## src/rtl/acc_core_pkg.sv

```systemverilog
package acc_core_pkg;

  typedef enum logic [2:0] {
    ALU_NONE   = 3'd0,
    ALU_PASS_X = 3'd1,
    ALU_SUB    = 3'd2,
    ALU_PASS_Y = 3'd3,
    ALU_ZERO   = 3'd4,
    ALU_ADD    = 3'd5
  } alu_op_e;

  typedef enum logic {
    ASRC_ALU  = 1'b0,
    ASRC_LINK = 1'b1
  } acc_src_e;

  typedef enum logic {
    YSRC_IMM = 1'b0,
    YSRC_MEM = 1'b1
  } y_src_e;

  typedef struct packed {
    logic     acc_we;
    logic     mem_we;
    acc_src_e acc_src;
    y_src_e   y_src;
    alu_op_e  alu_op;
    logic     br_nz;
    logic     jump;
  } ctrl_t;

  localparam int OP_CLEAR = 8'h00;
  localparam int OP_ADDI  = 8'h01;
  localparam int OP_ADDM  = 8'h02;
  localparam int OP_STORE = 8'h03;
  localparam int OP_BNZ   = 8'h04;
  localparam int OP_LINK  = 8'h05;

endpackage

```

## src/rtl/acc_decoder.sv

```systemverilog
module acc_decoder
  import acc_core_pkg::*;
#(
  parameter int OPC_W = 8
) (
  input  logic [OPC_W-1:0] opcode,
  output ctrl_t            ctrl
);

  always_comb begin
    ctrl         = '0;
    ctrl.acc_src = ASRC_ALU;
    ctrl.y_src   = YSRC_IMM;
    ctrl.alu_op  = ALU_PASS_X;
    case (opcode)
      OPC_W'(OP_CLEAR): begin
        ctrl.acc_we = 1'b1;
        ctrl.alu_op = ALU_ZERO;
      end
      OPC_W'(OP_ADDI): begin
        ctrl.acc_we = 1'b1;
        ctrl.alu_op = ALU_ADD;
      end
      OPC_W'(OP_ADDM): begin
        ctrl.acc_we = 1'b1;
        ctrl.y_src  = YSRC_MEM;
        ctrl.alu_op = ALU_ADD;
      end
      OPC_W'(OP_STORE): begin
        ctrl.mem_we = 1'b1;
      end
      OPC_W'(OP_BNZ): begin
        ctrl.br_nz = 1'b1;
      end
      OPC_W'(OP_LINK): begin
        ctrl.acc_we  = 1'b1;
        ctrl.acc_src = ASRC_LINK;
      end
      default: ;
    endcase
  end

endmodule

```

## src/rtl/acc_alu.sv

```systemverilog
module acc_alu
  import acc_core_pkg::*;
#(
  parameter int W = 8
) (
  input  alu_op_e      op,
  input  logic [W-1:0] x,
  input  logic [W-1:0] y,
  output logic [W-1:0] res
);

  always_comb begin
    case (op)
      ALU_PASS_X: res = x;
      ALU_SUB:    res = x - y;
      ALU_PASS_Y: res = y;
      ALU_ADD:    res = x + y;
      default:    res = '0;
    endcase
  end

endmodule

```

## src/rtl/acc_pc_unit.sv

```systemverilog
module acc_pc_unit #(
  parameter int PC_W = 8
) (
  input  logic            clk,
  input  logic            rst,
  input  logic            jump,
  input  logic            br_nz,
  input  logic            acc_nz,
  input  logic [PC_W-1:0] target,
  output logic [PC_W-1:0] pc,
  output logic [PC_W-1:0] pc_link
);

  logic [PC_W-1:0] pc_q;
  logic            load_target;

  assign pc_link     = pc_q + PC_W'(2);
  assign load_target = jump | (br_nz & acc_nz);

  always_ff @(posedge clk) begin
    if (rst)              pc_q <= '0;
    else if (load_target) pc_q <= target;
    else                  pc_q <= pc_link;
  end

  assign pc = pc_q;

  // sequential step by two with wrap
  a_r2_seq_step: assert property (@(posedge clk) disable iff (rst)
    !load_target |=> pc_q == PC_W'($past(pc_q) + PC_W'(2)));

  // taken branch lands on the operand
  a_r7_branch_target: assert property (@(posedge clk) disable iff (rst)
    load_target |=> pc_q == $past(target));

endmodule

```

## src/rtl/acc_core.sv

```systemverilog
module acc_core
  import acc_core_pkg::*;
#(
  parameter int DATA_W  = 8,
  parameter int INSTR_W = 16
) (
  input  logic               clk,
  input  logic               rst,
  output logic [DATA_W-1:0]  imem_addr,
  input  logic [INSTR_W-1:0] imem_rdata,
  output logic [DATA_W-1:0]  dmem_addr,
  output logic [DATA_W-1:0]  dmem_wdata,
  output logic               dmem_we,
  input  logic [DATA_W-1:0]  dmem_rdata,
  output logic [DATA_W-1:0]  acc_value
);

  localparam int OPC_W = INSTR_W - DATA_W;

  logic [OPC_W-1:0]  opcode;
  logic [DATA_W-1:0] operand;
  ctrl_t             ctrl;
  logic [DATA_W-1:0] acc_q, acc_d, alu_y, alu_res, pc, pc_link;

  assign opcode  = imem_rdata[INSTR_W-1:DATA_W];
  assign operand = imem_rdata[DATA_W-1:0];

  acc_decoder #(.OPC_W(OPC_W)) u_dec (
    .opcode (opcode),
    .ctrl   (ctrl)
  );

  assign alu_y = (ctrl.y_src == YSRC_MEM) ? dmem_rdata : operand;

  acc_alu #(.W(DATA_W)) u_alu (
    .op  (ctrl.alu_op),
    .x   (acc_q),
    .y   (alu_y),
    .res (alu_res)
  );

  acc_pc_unit #(.PC_W(DATA_W)) u_pc (
    .clk     (clk),
    .rst     (rst),
    .jump    (ctrl.jump),
    .br_nz   (ctrl.br_nz),
    .acc_nz  (|acc_q),
    .target  (operand),
    .pc      (pc),
    .pc_link (pc_link)
  );

  assign acc_d = (ctrl.acc_src == ASRC_LINK) ? pc_link : alu_res;

  always_ff @(posedge clk) begin
    if (rst)              acc_q <= '0;
    else if (ctrl.acc_we) acc_q <= acc_d;
  end

  assign imem_addr  = pc;
  assign dmem_addr  = operand;
  assign dmem_wdata = acc_q;
  assign dmem_we    = ctrl.mem_we;
  assign acc_value  = acc_q;

  // reset clears architectural state
  a_r1_reset_zero: assert property (@(posedge clk)
    rst |=> (imem_addr == '0 && acc_value == '0));

  // clear forces zero
  a_r3_clear_zero: assert property (@(posedge clk) disable iff (rst)
    opcode == OPC_W'(OP_CLEAR) |=> acc_value == '0);

  // store leaves the accumulator alone
  a_r6_store_keeps_acc: assert property (@(posedge clk) disable iff (rst)
    dmem_we |=> acc_value == $past(acc_value));

  // write strobe only for store
  a_r10_we_only_store: assert property (@(posedge clk) disable iff (rst)
    dmem_we |-> opcode == OPC_W'(OP_STORE));

  // branch never alters the accumulator
  a_r7_branch_keeps_acc: assert property (@(posedge clk) disable iff (rst)
    opcode == OPC_W'(OP_BNZ) |=> acc_value == $past(acc_value));

endmodule

```

## config.mk

```make
export PLATFORM = sky130hd
export DESIGN_NAME = acc_core
export DESIGN_NICKNAME = d
export VERILOG_FILES = /design/src/rtl/acc_core_pkg.sv /design/src/rtl/acc_decoder.sv /design/src/rtl/acc_alu.sv /design/src/rtl/acc_pc_unit.sv /design/src/rtl/acc_core.sv
export SDC_FILE = /design/constraint.sdc
export NUM_CORES = 1
export LEC_CHECK = 0
export BUFFER_PORTS_ARGS = -buffer_cell sky130_fd_sc_hd__buf_4
export CAP_MARGIN = 20
export CORE_ASPECT_RATIO = 1.1
export CORE_MARGIN = 1
export CORE_UTILIZATION = 30
export CTS_CLUSTER_DIAMETER = 60
export DETAILED_ROUTE_END_ITERATION = 16
export HOLD_SLACK_MARGIN = 0.08
export PLACE_DENSITY = 0.5
export SLEW_MARGIN = 30
export SYNTH_ARGS = -nofsm -noshare
export SYNTH_HDL_FRONTEND = slang
export SYNTH_SLANG_ARGS = --single-unit
```

## constraint.sdc

```tcl
create_clock -name clk -period 5.4 [get_ports clk]
set_input_delay 0.54 -clock clk [delete_from_list [all_inputs] [get_ports clk]]
set_output_delay 0.54 -clock clk [all_outputs]
set_load 0.01 [all_outputs]
```

; ---- Yosys cells after proc, flatten, opt, wreduce, memory -nomap -nowiden
; Index checks and enable logic that the tools add are counted.
[word_totals]
out_inout_bits = 33
register_bits = 16
inputBits = 26
word_cells = 31
[op_classes]
reduce_logical = 5
eq_ne = 10
bitwise_logic = 1
n_mux = 10
n_addsub = 3
[op_table]
columns = op, count
row1 = 8-bit one-hot mux with 4 select lines, 1
row2 = 8-bit 2-to-1 mux, 3
row3 = "8-bit by 2-bit equality test with 1-bit output, second input constant", 2
row4 = "8-bit by 3-bit equality test with 1-bit output, second input constant", 2
row5 = "8-bit by 2-bit adder with 8-bit output, second input constant", 1
row6 = 8-bit adder, 1
row7 = "8-bit by 1-bit equality test with 1-bit output, second input constant", 1
row8 = 8-bit logical NOT, 1
row9 = 8-bit OR reduction, 1
row10 = 8-bit subtractor, 1
row11 = "3-bit by 2-bit equality test with 1-bit output, second input constant", 2
row12 = 3-bit one-hot mux with 2 select lines, 1
row13 = 1-bit 2-to-1 mux, 5
row14 = 4-bit OR reduction, 1
row15 = "3-bit by 1-bit equality test with 1-bit output, second input constant", 1
row16 = "3-bit equality test, second input constant", 1
row17 = "2-bit inequality test, second input constant", 1
row18 = 2-bit AND reduction, 1
row19 = 2-bit OR reduction, 1
row20 = 1-bit AND, 1

; ---- Logic depth before layout (Yosys ltp)
; Gate-level depths: netlist of run 1.
[depth]
ltp_word = 6
depth_mapped = 17
ltp_nobuf = 16

; ---- Hierarchy
; A second synthesis of run 1 with hierarchy kept.
[hier_totals]
cells_unflattened = 234
hier_area_um2 = 1884.3
[modules_own_cells]
columns = module, area_per_inst_um2, cells_per_inst, seq_area_each_um2, instances
row1 = acc_alu, 777.0, 106, 0.0, 1
row2 = acc_core, 600.6, 64, 160.2, 1
row3 = acc_pc_unit, 391.6, 46, 160.2, 1
row4 = acc_decoder, 115.1, 18, 0.0, 1

; ---- Least setup slack after synthesis of run 1
; No wires, ideal clock.
[synth_path]
path_kind = input to register
startpoint = input imem_rdata[11]
endpoint = register acc_q[4] (netlist: acc_value[4])
slack_ps = 1485
t_required_ps = 5269
setup_ps = 131
cell_stages = 15
path_buffers = 1
arrival_time_ps = 3784
cell_sequence = clkbuf_1 nor4b_2 nand2_1 mux2_2 inv_1 ha_1 a21oi_1 o22ai_1 a221o_1 ha_1 nor2b_1 o21ai_0 or3b_2 a311oi_1 a311oi_1
[synth_via]
elab_chain_len = 6
word_cells_on_any_way = 21
classes_between = add/sub (2) / eq/ne (8) / mux (7) / reduce/logical (4)
[synth_rtl]
columns = item, line
row1 = "start, declared", acc_core.sv:10  ; input logic [INSTR_W-1:0] imem_rdata,
row2 = 8-bit by 2-bit equality test with 1-bit output / 8-bit by 1-bit equality test with 1-bit output (equally long branches), acc_decoder.sv:15  ; case (opcode)
row3 = 1-bit 2-to-1 mux / 2-bit OR reduction (equally long branches), -
row4 = 8-bit 2-to-1 mux / 3-bit one-hot mux with 2 select lines (equally long branches), "acc_core.sv:33, acc_decoder.sv:15"
row5 = "8-bit adder, or another cell as far along", acc_alu.sv:17  ; ALU_ADD: res = x + y;
row6 = 8-bit one-hot mux with 4 select lines / 2-bit inequality test (equally long branches), -
row7 = 8-bit 2-to-1 mux / 2-bit AND reduction (equally long branches), -
row8 = "end signal, assigned", acc_core.sv:56  ; if (rst) acc_q <= '0;
row9 = "end signal, assigned", acc_core.sv:57  ; else if (ctrl.acc_we) acc_q <= acc_d;
row10 = "end, declared", acc_core.sv:23  ; logic [DATA_W-1:0] acc_q, acc_d, alu_y, alu_res, pc, pc_link;
; Parallel ways exist; a longest one is shown, timed or not.
; A chain may end at the register's enable or synchronous reset.

; ---- Final worst setup path of run 1
[layout_path]
startpoint = input imem_rdata[13]
endpoint = register acc_q[4] (netlist: acc_value[4])
; The elaborated chain is that of the path after synthesis.

==> flow_summary.ini, run 1 <==
[sta]
drv_slew = 0
period_needed_ns = 4.12
hold_viol_final = 0
skew_ns = 0.00181
worstMarginPinSlew_ns = 0.598
fin_crit_sh_pct = 76.3
rsz0062_at_grt = no
setup_tns_ns = 0
max_freq_mhz = 243
max_slew_margin_pct = 59.8
setup_viol = 0
setup_slack_ns = 1.28

[synthesis]
async_flop_share_pct = 0
netlist_area_um2 = 1660
syn_nets = 252
ys_seq_area_share_pct = 19.3
ys_ff_latch = 16
synthTopCellsByArea = dfxtp_1, buf_4, ha_1
synth_edf_count = 0
synth_cells = 216
syn_area_per_cell_um2 = 7.67
ys_warn_count = 0
ys.flop_type = dfxtp_1
netlist.area_leader.share_pct = 19.3
yosysUniqueCellTypes = 54
yosysTopAreaCell = dfxtp_1

[setup_path]
critPathKind = input pin to flip-flop
start_kind = input pin
required_ns = 5.53
worstSetupEndpointType = flip-flop
worst-path-buf-inv = 2
critPathTopFamily = simple AND/OR/NAND/NOR gates
slowest_delay_ns = 0.55
ff2ff_setup_slack_ns = 3.21
timing.rr.start = acc_value[0]
reg2regPathDepth = 8
reg2reg_to = acc_value[6]
cp.arrival_ns = 4.25
worst_path_max_delay_cell = nor4_1
path_max_fanout = 9
cp_cell_sequence = buf_4, nor4_1, nand2_1, mux2_2, inv_1, ha_1, nor2_1, a22oi_1, nor2b_1, a221o_1, ha_1, nor2b_1, o21ai_0, or3b_2, a311oi_1, a311oi_1

[clock_network]
clock_path_buffers = 2
root_buffer = clkbuf_8
cts_tree = yes
path_clk_slew_ns = 0.07
postCtsHoldBufs = 0
clk_latency_ns = 0.25
cts_buffers = 3
cts_resized = 0
htreeDepth = 1
cts_setup_buffers = 0
cts_sinks = 16

[layout]
nets = 291
diodes = 0
fill_cells = 599
layout_commonest_cell = buf_4
layout_common_cells = buf_4, nor2_1, dfxtp_1
final_util_pct = 38.6
final_layout_size_suffix_gt1_share_pct = 28.1
stdcell_area_um2 = 2070
areaGrowthSynthToFinish_pct = 24.9

[min_path]
min_to = u_pc.pc[0]
min_path_type = flip-flop to flip-flop
hold_path_startpoint = u_pc.pc[0]
hold_depth = 2

[route]
drt_wl_total_um = 5280
drt_pass1_iterations = 4
wl_per_cell_um = 16.1
first_iter_violations = 118
ant_nets = 0
vias = 1721
viasPerCell = 5.25
post-route-drc-count = 0

[floorplanning]
die_w_um = 72.9
die_area_um2 = 5820
io_pins = 59
num_rows = 28
initial_core_util_pct = 30.9
coreArea_um2 = 5360
die_h_um = 79.9

[global_route]
grt_usage_pct = 18.5
grt_pass1_vias = 1484
grt_pass1_wl_um = 7980
grt_max_degree = 22
grt_antenna_before_repair = 0
overflow = 0

[placement]
hpwl_um = 4160
portBuffers = 58
routabilityCongestion = 0.865
postPlaceCellArea_um2 = 2030
dp_worst_setup_slack_ns = 1.02

[run_status]
outcome = finished clean

[power]
irDropWorstVdd_v = 0.000105
power_mw = 0.306
pwr_density_cell_nw_per_um2 = 148
cellLeakagePower_nw = 0.947

[run]
maxCapViolCount = 0
==> per-layer routing <==
| metal | GRT usage (%) | vias to the layer above | wire length (um) |
|---|---|---|---|
| met5 | 0 | - | 0 |
| met4 | 3.53 | 0 | 44 |
| met3 | 3.28 | 4 | 260 |
| met2 | 30.7 | 50 | 2570 |
| met1 | 25.0 | 804 | 2400 |
| li1 | - | 863 | - |
==> cell usage after synthesis, types with 3 or more instances <==
| master | n |
|---|---|
| nor2_1 | 25 |
| buf_4 | 16 |
| dfxtp_1 | 16 |
| nand2_1 | 14 |
| a21oi_1 | 12 |
| o21ai_0 | 10 |
| ha_1 | 9 |
| mux2i_1 | 8 |
| a211oi_1 | 7 |
| inv_1 | 7 |
| nand3_1 | 7 |
| nor2b_1 | 6 |
| xor2_1 | 6 |
| and3_1 | 5 |
| clkbuf_1 | 4 |
| nor3_1 | 4 |
| nor4_1 | 4 |
| a311oi_1 | 3 |
| buf_2 | 3 |
| nand2b_1 | 3 |
| o31ai_1 | 3 |
| xnor2_1 | 3 |
==> cell families after synthesis <==
family | share of synthesized area (%)
adder cells (fa/ha/maj) | 8.61
flip-flops | 19.3
AND/OR/NAND/NOR | 27.9
multiplexers | 5.51
buffers and inverters | 11.6
XOR/XNOR | 4.76
AO/OA/AOI/OAI | 22.4
==> final cells by class <==
class | count | area (um2) | share of cell area [%]
Multi-Input combinational cell | 168 | 1140 | 55.3
Timing Repair Buffer | 59 | 443 | 21.4
Sequential cell | 16 | 320 | 15.5
Tap cell | 75 | 93.8 | 4.53
Clock buffer | 3 | 41.3 | 2.00
Inverter | 7 | 26.3 | 1.27
==> worst reg2reg max path, delay by kind of cell (launching register included) <==
family | cells | cell delay (ns)
buf+inv | 1 | 0.07
flops | 1 | 0.45
compound gates | 3 | 0.47
mux | 1 | 0.24
simple gates | 1 | 0.22
fa+ha+maj | 2 | 0.64
==> flip-flops by register name, summed over array words and instances (netlist names) <==
name       flops
acc_value      8
u_pc.pc        8
==> report_power, final <==
group	internal (mW)	leakage [nW]	total [mW]	switching, mW
clock	0.0496	0.0216	0.0948	0.0453
sequential	0.121	0.130	0.125	0.00421
combinational	0.0405	0.796	0.0861	0.0456
total	0.211	0.947	0.306	0.0951
==> how the worst max path moves through the flow <==
stage / start / end / slack, ns / cells after the start
floorplan: imem_rdata[11] / acc_value[4] / 1.49 / 15
global placement: imem_rdata[13] / acc_value[4] / 1.0 / 15
detailed placement: imem_rdata[13] / acc_value[4] / 1.02 / 16
CTS: imem_rdata[13] / acc_value[4] / 1.25 / 16
global route: imem_rdata[13] / acc_value[4] / 1.09 / 16
finish: imem_rdata[13] / acc_value[4] / 1.28 / 16
==> per-stage QoR <==
stage	hold WS (ns)	cells
finish	0.550	328
CTS	0.554	328
global placement	0.536	325
floorplan	0.550	216
detailed placement	0.540	325
global route	0.578	328
No activity file was read; power rests on OpenSTA's default activity.
==> run 2, diff against run 1 <==
clock period = 4.04 ns   (was 5.4 ns; I/O delays follow)
==> run 2 against run 1 <==
Design area up 1.1%. Non-clock buffer count up 3. Clock power up 36%. Total power up 35%. Highest routed layer unchanged. Critical endpoint unchanged. Via count down 2.3%. Sequential power up 34%. Sequential share of layout area down 0.17 points.
==> flow_summary.ini, run 2 (same netlist as run 1, synthesis figures left out) <==
[placement]
hpwl_um = 4070
portBuffers = 58
routabilityCongestion = 0.914

[setup_path]
slowest_delay_ns = 0.49
path_max_fanout = 4
reg2regPathDepth = 8
timing.rr.start = acc_value[0]
required_ns = 4.17
cp.arrival_ns = 3.79
reg2reg_to = acc_value[6]
critPathKind = input pin to flip-flop
start_kind = input pin
worst_path_max_delay_cell = nor4_1
worstSetupEndpointType = flip-flop
ff2ff_setup_slack_ns = 1.91
cp_cell_sequence = buf_4, nor4_1, nand2_1, mux2_2, inv_1, ha_1, nor2_1, a22oi_1, nor2b_1, a221o_1, ha_1, nor2b_1, o21ai_0, or3b_2, a311oi_1, a311oi_1

[clock_network]
path_clk_slew_ns = 0.07
cts_setup_buffers = 0
postCtsHoldBufs = 0
root_buffer = clkbuf_8
htreeDepth = 1
clock_path_buffers = 2
cts_tree = yes
cts_buffers = 3
clk_latency_ns = 0.25
cts_resized = 0
cts_sinks = 16

[sta]
max_slew_margin_pct = 64.9
max_freq_mhz = 274
skew_ns = 0.00171
setup_tns_ns = 0
period_needed_ns = 3.65
worstMarginPinSlew_ns = 0.522
setup_viol = 0
drv_slew = 0
hold_viol_final = 0
rsz0062_at_grt = no
fin_crit_sh_pct = 90.4
whs_ns = 0.419

[min_path]
hold_path_startpoint = imem_rdata[0]
min_path_type = input pin to flip-flop
hold_depth = 3
min_to = u_pc.pc[0]

[run]
maxCapViolCount = 0

[floorplanning]
die_h_um = 79.9
num_rows = 28
die_area_um2 = 5820
die_w_um = 72.9
coreArea_um2 = 5360
io_pins = 59
initial_core_util_pct = 30.9

[route]
vias = 1682
first_iter_violations = 84
wl_per_cell_um = 15.5
viasPerCell = 5.08
drt_pass1_iterations = 4
post-route-drc-count = 0
ant_nets = 0
drt_wl_total_um = 5130

[run_status]
outcome = finished clean

[global_route]
grt_max_degree = 21
grt_pass1_wl_um = 8120
grt_usage_pct = 18.5
grt_antenna_before_repair = 0
grt_pass1_vias = 1595
overflow = 0

[layout]
diodes = 0
areaGrowthSynthToFinish_pct = 26.3
final_util_pct = 39.0
layout_common_cells = buf_4, nor2_1, dfxtp_1
final_layout_size_suffix_gt1_share_pct = 28.9
fill_cells = 587
layout_commonest_cell = buf_4
nets = 294

[power]
power_mw = 0.412
irDropWorstVdd_v = 0.000144
pwr_density_cell_nw_per_um2 = 197
cellLeakagePower_nw = 0.962
==> run 2: changes by cell type in the layout (fill, tap and decap cells not counted), sizes merged <==
cell / delta
buf: +3
==> run 2: worst max-delay path by stage <==
stage	slack, ns	depth (start not counted)	to	start
after floorplan	0.26	15	acc_value[4]	imem_rdata[11]
after global placement	0.13	15	acc_value[4]	imem_rdata[13]
after detailed placement	0.11	15	acc_value[4]	imem_rdata[13]
after CTS	0.37	16	acc_value[4]	imem_rdata[13]
after global routing	0.14	15	acc_value[4]	imem_rdata[13]
final	0.39	16	acc_value[4]	imem_rdata[13]
==> run 2: per-layer routing <==
metal / track usage (%) / part of all wire (%) / vias to the layer above
li1: - / - / 866
met5: 0 / 0 / -
met2: 31.8 / 48 / 41
met3: 3.28 / 5.2 / 4
met1: 24.3 / 45 / 771
met4: 3.14 / 1.1 / 0
==> run 2: critical path, delay by kind of cell <==
kind	cells	cell delay, ns
compound gates	5	0.91
fa+ha+maj	2	0.49
buf+inv	2	0.17
mux	1	0.33
simple gates	6	1.46
==> run 2: report_power, final <==
part | leakage (nW) | internal [mW] | total, mW | switching, mW
sequential | 0.130 | 0.161 | 0.167 | 0.00546
combinational | 0.810 | 0.0552 | 0.116 | 0.0612
clock | 0.0216 | 0.0663 | 0.129 | 0.0630
total | 0.962 | 0.283 | 0.412 | 0.130
==> run 2: layout make-up <==
| class | count | area, um2 | share of cell area, % |
|---|---|---|---|
| sequential | 16 | 320 | 15.3 |
| inverter | 7 | 26.3 | 1.26 |
| timing repair buffer | 62 | 465 | 22.2 |
| multi-input combinational | 168 | 1140 | 54.7 |
| tap | 75 | 93.8 | 4.49 |
| clock buffer | 3 | 41.3 | 1.97 |
==> run 2: through the flow <==
step                      instance area (um2)  std cells  setup WS [ns]
after floorplan                          1660        216          0.261
after global placement                   2050        328          0.134
after detailed placement                 2050        328          0.109
after CTS                                2090        331          0.370
after global routing                     2090        331          0.145
final                                    2090        331          0.387
==> run 3, diff against run 2 <==
PLACE_DENSITY = 0.49   (was 0.5)
SYNTH_HIERARCHICAL = 1   (was default)
==> run 3 against run 2 <==
Non-clock buffer count is 8 higher. Synthesized area is 14% higher. Hold slack worse by 0.019 ns. Largest cell class unchanged.
==> flow_summary.ini, run 3 <==
[synthesis]
yosys.area_share.xor_xnor_pct = 6.51
synthTopCellsByCount = nor2_1, buf_4, mux2i_1
synth_fa_ha_area_share_pct = 7.04
yosysTopAreaCell = dfxtp_1
async_flop_share_pct = 0
ys.flop_type = dfxtp_1
syn_area_per_cell_um2 = 8.05
ys_ff_latch = 16
synthTopCellsByArea = dfxtp_1, mux2i_1, buf_4
netlist.area_leader.share_pct = 17.0
synth_top_family_by_area = simple AND/OR/NAND/NOR gates
synth_most_common_cell = nor2_1
synth_edf_count = 0
netlist_area_um2 = 1880
ys_seq_area_share_pct = 17.0
yosys.area_share.simple_pct = 21.1
synth_cells = 234
ys_warn_count = 6
yosysUniqueCellTypes = 47
synth_compound_area_share_pct = 18.2
synthMuxAreaShare_pct = 15.6

[placement]
dp_worst_setup_slack_ns = 0.140
routabilityCongestion = 0.762
postPlaceCellArea_um2 = 2290
portBuffers = 58
hpwl_um = 4100

[global_route]
grt_pass1_wl_um = 8280
grt_usage_pct = 15.9
grt_antenna_before_repair = 0
grt_max_degree = 17
overflow = 0
grt_pass1_vias = 1667

[floorplanning]
num_rows = 29
die_w_um = 77.6
die_h_um = 85.1
initial_core_util_pct = 31.9
die_area_um2 = 6600
coreArea_um2 = 5910
io_pins = 59

[clock_network]
path_clk_slew_ns = 0.07
cts_sinks = 16
cts_setup_buffers = 0
cts_tree = yes
cts_buffers = 3
postCtsHoldBufs = 0
htreeDepth = 1
clk_latency_ns = 0.26
cts_resized = 0
root_buffer = clkbuf_8
clock_path_buffers = 2

[setup_path]
ff2ff_setup_slack_ns = 1.63
critPathTopFamily = compound AO/OA/AOI/OAI gates
worst-path-buf-inv = 2
cp_cell_sequence = buf_4, nor4_1, and4_1, mux2_2, inv_1, ha_1, nor3b_1, nor2_1, xor2_1, ha_1, o21ai_1, a2111oi_0, a311oi_1, a21o_1, o21ai_0, mux2i_1, a211oi_1
worstSetupEndpointType = flip-flop
slowest_delay_ns = 0.41
cp.arrival_ns = 3.86
path_max_fanout = 5
required_ns = 4.21
cpMostUsedCell = ha_1
critPathKind = input pin to flip-flop
start_kind = input pin
reg2reg_to = acc_value[6]
timing.rr.start = acc_value[0]
worst_path_max_delay_cell = a2111oi_0
reg2regPathDepth = 10

[layout]
layout_common_cells = buf_4, nor2_1, mux2i_1
stdcell_area_um2 = 2350
nets = 316
final_layout_size_suffix_gt1_share_pct = 33.7
diodes = 0
layout_commonest_cell = buf_4
areaGrowthSynthToFinish_pct = 24.7
final_util_pct = 39.7

[sta]
drv_slew = 0
setup_slack_ns = 0.354
whs_ns = 0.400
max_slew_margin_pct = 57.3
period_needed_ns = 3.69
setup_tns_ns = 0
fin_crit_sh_pct = 91.2
max_freq_mhz = 271
setup_viol = 0
skew_ns = 0.00307
worstMarginPinSlew_ns = 0.641
hold_viol_final = 0
rsz0062_at_grt = no

[power]
internal_power_mw = 0.325
cellLeakagePower_nw = 1.03
pwr_density_cell_nw_per_um2 = 203
pwr-share-clk_pct = 32.0
sw_frac_of_total_pct = 31.8
pwr-share-seq_pct = 36.4
irDropWorstVdd_v = 0.0000856
combPwrFrac_pct = 31.6
switching_power_mw = 0.152

[min_path]
hold_depth = 3
hold_path_startpoint = imem_rdata[1]
min_to = u_pc/pc[1]
min_path_type = input pin to flip-flop

[route]
viasPerCell = 4.94
wl_per_cell_um = 14.3
first_iter_violations = 57
vias = 1759
drt_wl_total_um = 5110
ant_nets = 0
drt_pass1_iterations = 4
post-route-drc-count = 0

[run_status]
outcome = finished clean

[run]
maxCapViolCount = 0
==> run 3: changes by cell type after synthesis, moves of 4 or more <==
cell,delta
nor3_1,-4
a21oi_1,-7
mux2i_1,+9
xor2_1,+5
nor2_1,+5
clkbuf_1,-4
nor2b_1,-4
and3_1,-5
mux2_2,+10
buf_4,+5
inv_1,+5
==> run 3: layout make-up <==
type	count	area (um2)
timing repair buffer	70	526
clock buffer	4	55.1
tap	77	96.3
sequential	16	320
fill	617	3560
inverter	12	45.0
multi-input combinational	177	1310
==> run 3: per-layer routing <==
metal  wire, um  vias up  track usage, %
met5          0        -               0
met4         38        0            4.12
met3        157        4            1.83
met2       2310       43            26.1
met1       2600      806            21.9
li1           -      906               -
==> run 3: worst max-delay path by stage <==
| stage | endpoint | start | depth (start not counted) |
|---|---|---|---|
| after CTS | acc_value[6] | imem_rdata[13] | 17 |
| after global placement | acc_value[6] | imem_rdata[13] | 17 |
| after detailed placement | acc_value[6] | imem_rdata[13] | 17 |
| final | acc_value[6] | imem_rdata[13] | 17 |
| after global routing | acc_value[6] | imem_rdata[13] | 17 |
| after floorplan | acc_value[6] | imem_rdata[13] | 17 |
==> run 3: logic make-up after synthesis <==
group | after synthesis
AOI/OAI and AO/OA | 47
xor gates and xnor gates | 14
adders and majority gates | 10
buffers and inverters | 42
DFF | 16
muxes | 28
other | 1
and+or+nand+nor | 76
==> run 3: power by group through the flow <==
stage / Combinational, mW / Sequential, mW / Clock [mW]
global route: 0.167 / 0.175 / 0.164
floorplan: 0.0925 / 0.179 / 0
CTS: 0.150 / 0.174 / 0.156
global placement: 0.148 / 0.177 / 0
detailed placement: 0.149 / 0.178 / 0
finish: 0.150 / 0.174 / 0.153
==> run 3: metrics by stage <==
step / power, mW / std cells
6_report: 0.477 / 356
5_1_grt: 0.505 / 356
4_1_cts: 0.480 / 356
3_5_place_dp: 0.327 / 352
3_3_place_gp: 0.326 / 352
2_1_floorplan: 0.271 / 235
==> run 3: tightest hold or removal path, cell delays in order <==
cell     delay [ns]
buf_4          0.09
mux2i_1        0.06
nor2_1         0.07
